==> src/rtl/mem_cycle_seq.sv <==
module mem_cycle_seq #(
  parameter logic [15:0] RESET_PC = 16'h0200
) (
  input  logic        clk,
  input  logic        rst_n,
  input  logic [1:0]  op_class,
  input  logic [2:0]  addr_mode,
  input  logic [7:0]  idx_x,
  input  logic [7:0]  idx_y,
  input  logic [7:0]  st_val,
  input  logic [7:0]  rdata,
  input  logic        irq,
  output logic [15:0] addr,
  output logic        wr,
  output logic [7:0]  wdata,
  output logic        done,
  output logic        take_irq
);
  localparam logic [1:0] C_RD = 2'd0, C_ST = 2'd1, C_RMW = 2'd2;
  localparam logic [2:0] M_ZP = 3'd0, M_ZPX = 3'd1, M_ABS = 3'd2, M_ABSX = 3'd3,
                         M_ABSY = 3'd4, M_INDX = 3'd5, M_JIND = 3'd6;

  typedef enum logic [3:0] {
    S_OP, S_OPL, S_OPH, S_IDX, S_PLO, S_PHI, S_FIX, S_DATA, S_WB, S_WN
  } st_t;

  st_t         st;
  logic [15:0] pc, ea;
  logic [1:0]  cls;
  logic [2:0]  mode;
  logic [7:0]  bl, dat;
  logic        cy;

  wire [7:0]  idx    = (mode == M_ABSY) ? idx_y : idx_x;
  wire [8:0]  sum    = {1'b0, bl} + {1'b0, idx};
  wire        three  = (mode == M_ABS) || (mode == M_ABSX) || (mode == M_ABSY);
  wire [15:0] pc_nxt = pc + (three ? 16'd3 : 16'd2);

  always_comb begin
    case (st)
      S_OP:    addr = pc;
      S_OPL:   addr = pc + 16'd1;
      S_OPH:   addr = pc + 16'd2;
      S_IDX:   addr = {8'h00, bl};
      default: addr = ea;
    endcase
  end

  assign wr       = (st == S_DATA && cls == C_ST) || st == S_WB || st == S_WN;
  assign wdata    = (st == S_WN) ? dat + 8'd1 : (st == S_WB) ? dat : st_val;
  assign done     = (st == S_DATA && cls != C_RMW) || st == S_WN ||
                    (st == S_PHI && mode == M_JIND);
  assign take_irq = done & irq;

  always_ff @(posedge clk) begin
    if (!rst_n) begin
      st   <= S_OP;
      pc   <= RESET_PC;
      ea   <= '0;
      cls  <= C_RD;
      mode <= M_ZP;
      bl   <= '0;
      dat  <= '0;
      cy   <= 1'b0;
    end else begin
      case (st)
        S_OP: begin
          cls  <= op_class;
          mode <= addr_mode;
          st   <= S_OPL;
        end
        S_OPL: begin
          bl <= rdata;
          ea <= {8'h00, rdata};
          case (mode)
            M_ZPX, M_INDX:                 st <= S_IDX;
            M_ABS, M_ABSX, M_ABSY, M_JIND: st <= S_OPH;
            default:                       st <= S_DATA;
          endcase
        end
        S_OPH: begin
          if (mode == M_ABSX || mode == M_ABSY) begin
            ea <= {rdata, sum[7:0]};
            cy <= sum[8];
            st <= (cls == C_RD && !sum[8]) ? S_DATA : S_FIX;
          end else begin
            ea <= {rdata, bl};
            st <= (mode == M_JIND) ? S_PLO : S_DATA;
          end
        end
        S_IDX: begin
          ea <= {8'h00, bl + idx_x};
          st <= (mode == M_INDX) ? S_PLO : S_DATA;
        end
        S_PLO: begin
          dat      <= rdata;
          ea[7:0]  <= ea[7:0] + 8'd1;
          st       <= S_PHI;
        end
        S_PHI: begin
          if (mode == M_JIND) begin
            pc <= {rdata, dat};
            st <= S_OP;
          end else begin
            ea <= {rdata, dat};
            st <= S_DATA;
          end
        end
        S_FIX: begin
          ea[15:8] <= ea[15:8] + {7'b0, cy};
          st       <= S_DATA;
        end
        S_DATA: begin
          if (cls == C_RMW) begin
            dat <= rdata;
            st  <= S_WB;
          end else begin
            pc <= pc_nxt;
            st <= S_OP;
          end
        end
        S_WB: st <= S_WN;
        S_WN: begin
          pc <= pc_nxt;
          st <= S_OP;
        end
        default: st <= S_OP;
      endcase
    end
  end
endmodule

==> config.mk <==
export PLATFORM = sky130hd
export DESIGN_NAME = mem_cycle_seq
export DESIGN_NICKNAME = d
export VERILOG_FILES = /design/src/rtl/mem_cycle_seq.sv
export SDC_FILE = /design/constraint.sdc
export NUM_CORES = 1
export LEC_CHECK = 0
export ABC_AREA = 1
export BUFFER_PORTS_ARGS = -buffer_cell sky130_fd_sc_hd__buf_4
export CELL_PAD_IN_SITES_DETAIL_PLACEMENT = 1
export CELL_PAD_IN_SITES_GLOBAL_PLACEMENT = 2
export CORE_ASPECT_RATIO = 1.75
export CORE_MARGIN = 8
export CORE_UTILIZATION = 33
export CTS_CLUSTER_DIAMETER = 50
export DETAILED_ROUTE_END_ITERATION = 10
export GPL_ROUTABILITY_DRIVEN = 0
export PLACE_DENSITY = 0.91
export SYNTH_ARGS = -nofsm -noshare
export SYNTH_HDL_FRONTEND = slang
export SYNTH_SLANG_ARGS = --single-unit
==> constraint.sdc <==
create_clock -name clk -period 7.1 [get_ports clk]
set_clock_uncertainty 0.15 [all_clocks]
set_input_delay 0.71 -clock clk [delete_from_list [all_inputs] [get_ports clk]]
set_output_delay 0.71 -clock clk [all_outputs]
set_load 0.01 [all_outputs]
==> run metrics <==
Initial Util=0.334; Crit path largest cell delay=0.41 ns; post-synthesis cell count=847; CTS root buffer=clkbuf_16; Post-synth ARST share=0; WL per Instance=20.4 µm; most frequent cells in the layout=nand2_1, inv_1, a21oi_1, o21ai_0, nor2_1; placed inst area=0.00570 mm²; Hold WC Path Type=flop to flop; IO Port Bufs=66; DRC=0; cts hold-fix bufs=0; Critical Path Fanout Max=21; pin count of the biggest net entering global routing=42; die width=110 µm; final hold violations=0; Setup WS pre-CTS=3.95 ns; top post-synthesis cells by area=dfxtp_1, nand2_1, a21oi_1; Most used DFF post-synth=dfxtp_1; CP Cell Sequence=nor2_1 > buf_4 > nand2_2 > inv_2 > nor2_2 > inv_1 > a21oi_1 > nor2_1 > nor2_1 > a21oi_1 > buf_4; Final Instance Area=0.00601 mm²; fin. max-slew vios=0; Crit path required time=6.24 ns; commonest non-fill, non-tap cell in the layout=nand2_1; grt ovf=0; Tmin final=3.58 ns; CTS tree=built; Worst-Margin Slew=0.781 ns; FF+latch count, synth=58; Placed Cells=1078; Final Non-Filler Cells=1094; share of layout cells above drive strength 1=0.129; CP endpoint kind=output pin; syn nets=913; outcome=finished, final reports clean; Routed Antenna Nets=0; max cap viols=0; TritonCTS Buffers=9; Clock transition at path regs=0.06 ns; worst ir drop on vdd=0.000172 V; die height=180 µm; Post-synth EDFFs=0; number of vias per cell=5.57; wirelength, routed=22300 µm; DIE AREA=0.0197 mm²; antenna violations before repair=0; critical path's most frequent cell=nor2_1; core area=0.0152 mm²; num ports=67; RSZ-0062 raised after global routing=no; Leak=2.66 nW; Setup crit start kind=flop; CTS sink count=58; first-pass GRT wire length=35000 µm; Cell Rows=60; post-synth top area share=0.229; leading area contributor after synthesis=dfxtp_1; HPWL after DPL=17900 µm; CP arrival=2.72 ns; 1st-iter DRT viols=344; via count of the routed design=6095; Bufs on Longest Clock Path=2; Synth Cell Area=0.00506 mm²; sequential cell area fraction in the yosys report=0.229; final-report setup violation count=0; Ys Warns=0; CTS H-Tree Depth=3; crit path kind=flop to output pin; post-synthesis cell type count=42; Antenna diodes=0; Slew HR=0.478; # resized after CTS=0; Max stage delay cell, worst path=dfxtp_1; Mean Syn Cell Area=5.98 µm²; f_max=280 MHz; nets=969; worst skew pair latency=0.35 ns; vias in the first global route=6477; Tot GR Track Use=0.232; Final Cycle Share=0.504; TNS Setup=0 ns; PD cells=405 mW/mm²; Post-CTS Setup Inserts=0; synth-to-layout area growth=18.7%; DR pass1 iterations=4; setup slack after layout=3.52 ns
## report_power, final
group	leakage [nW]	internal, mW	switching [mW]
Sequential	0.475	0.430	0.134
Combinational	2.04	0.457	0.951
Clock	0.146	0.274	0.186
## cell usage after synthesis (2+ instances only)
| master | count |
|---|---|
| o21ai_1 | 15 |
| buf_4 | 3 |
| nor3_1 | 6 |
| nand2_1 | 183 |
| o22ai_1 | 8 |
| buf_2 | 9 |
| xnor2_1 | 5 |
| a41oi_1 | 2 |
| o211ai_1 | 5 |
| o21ai_0 | 92 |
| fa_1 | 2 |
| xor2_1 | 8 |
| nand4_1 | 10 |
| a21oi_1 | 97 |
| nor3_2 | 2 |
| a21o_1 | 2 |
| inv_2 | 11 |
| nor2_2 | 6 |
| nand2_2 | 5 |
| ha_1 | 24 |
| nand3_1 | 51 |
| inv_1 | 105 |
| nand3b_1 | 4 |
| clkbuf_1 | 13 |
| nor2_1 | 84 |
| dfxtp_1 | 58 |
| a31oi_1 | 15 |
| a22oi_1 | 5 |
| nand3_2 | 2 |
| nor2_4 | 2 |
| or2_2 | 2 |
## cell type report
type	instances	area [µm²]
clock inverters	7	77.6
repair buffers	70	526
multi-input cells	647	3350
inverters	117	439
well taps	186	233
flip-flops and latches	58	1160
clock buffers	9	225
fillers	2095	9160
## worst max-delay path, delay by kind of cell, from the launching register on
kind | cells | cell delay, ns
AND/OR/NAND/NOR | 5 | 1.00
buffers and inverters | 4 | 0.71
AO/OA/AOI/OAI | 2 | 0.22
flip-flops | 1 | 0.41
## flip-flops by register name, summed over array words and instances, names as in the netlist
signal	count
cls	2
st	4
mode	3
cy	1
bl	8
pc	16
dat	8
ea	16
## metal layers
layer	wire length [µm]	global-route usage	vias up	part of all wire
met5	0	0	-	0
met4	1240	0.143	0	0.056
met3	710	0.0294	62	0.032
met2	12000	0.424	140	0.54
met1	8350	0.237	2947	0.37
li1	-	-	2946	-
## metrics by stage
step                power [mW]   util  hold slack (ns)
floorplan                 1.44      -            0.307
global placement          1.95  0.376            0.340
detailed placement        1.97  0.376            0.343
CTS                       2.44  0.396            0.351
global route              2.63  0.396            0.373
finish                    2.43  0.396            0.346
## cell families after synthesis
family / after synthesis / synth area share
xor gates and xnor gates: 13 / 0.0225
buffers and inverters: 142 / 0.110
adders and majority gates: 26 / 0.0672
DFF: 58 / 0.229
AOI/OAI and AO/OA: 249 / 0.268
and+or+nand+nor: 359 / 0.304
## path summary, 6_finish.rpt
| path | startpoint | end | slack [ns] | cells after the start |
|---|---|---|---|---|
| setup / recovery | st[2]$_SDFF_PN0_ | addr[14] | 3.52 | 11 |
| hold / removal | ea[7]$_SDFFE_PN0P_ | ea[7]$_SDFFE_PN0P_ | 0.35 | 2 |
| setup reg to reg | mode[0]$_SDFFE_PN0P_ | ea[6]$_SDFFE_PN0P_ | 4.23 | 19 |
| hold reg to reg | ea[7]$_SDFFE_PN0P_ | ea[7]$_SDFFE_PN0P_ | 0.35 | 2 |
No activity file was read; power rests on OpenSTA's default activity.
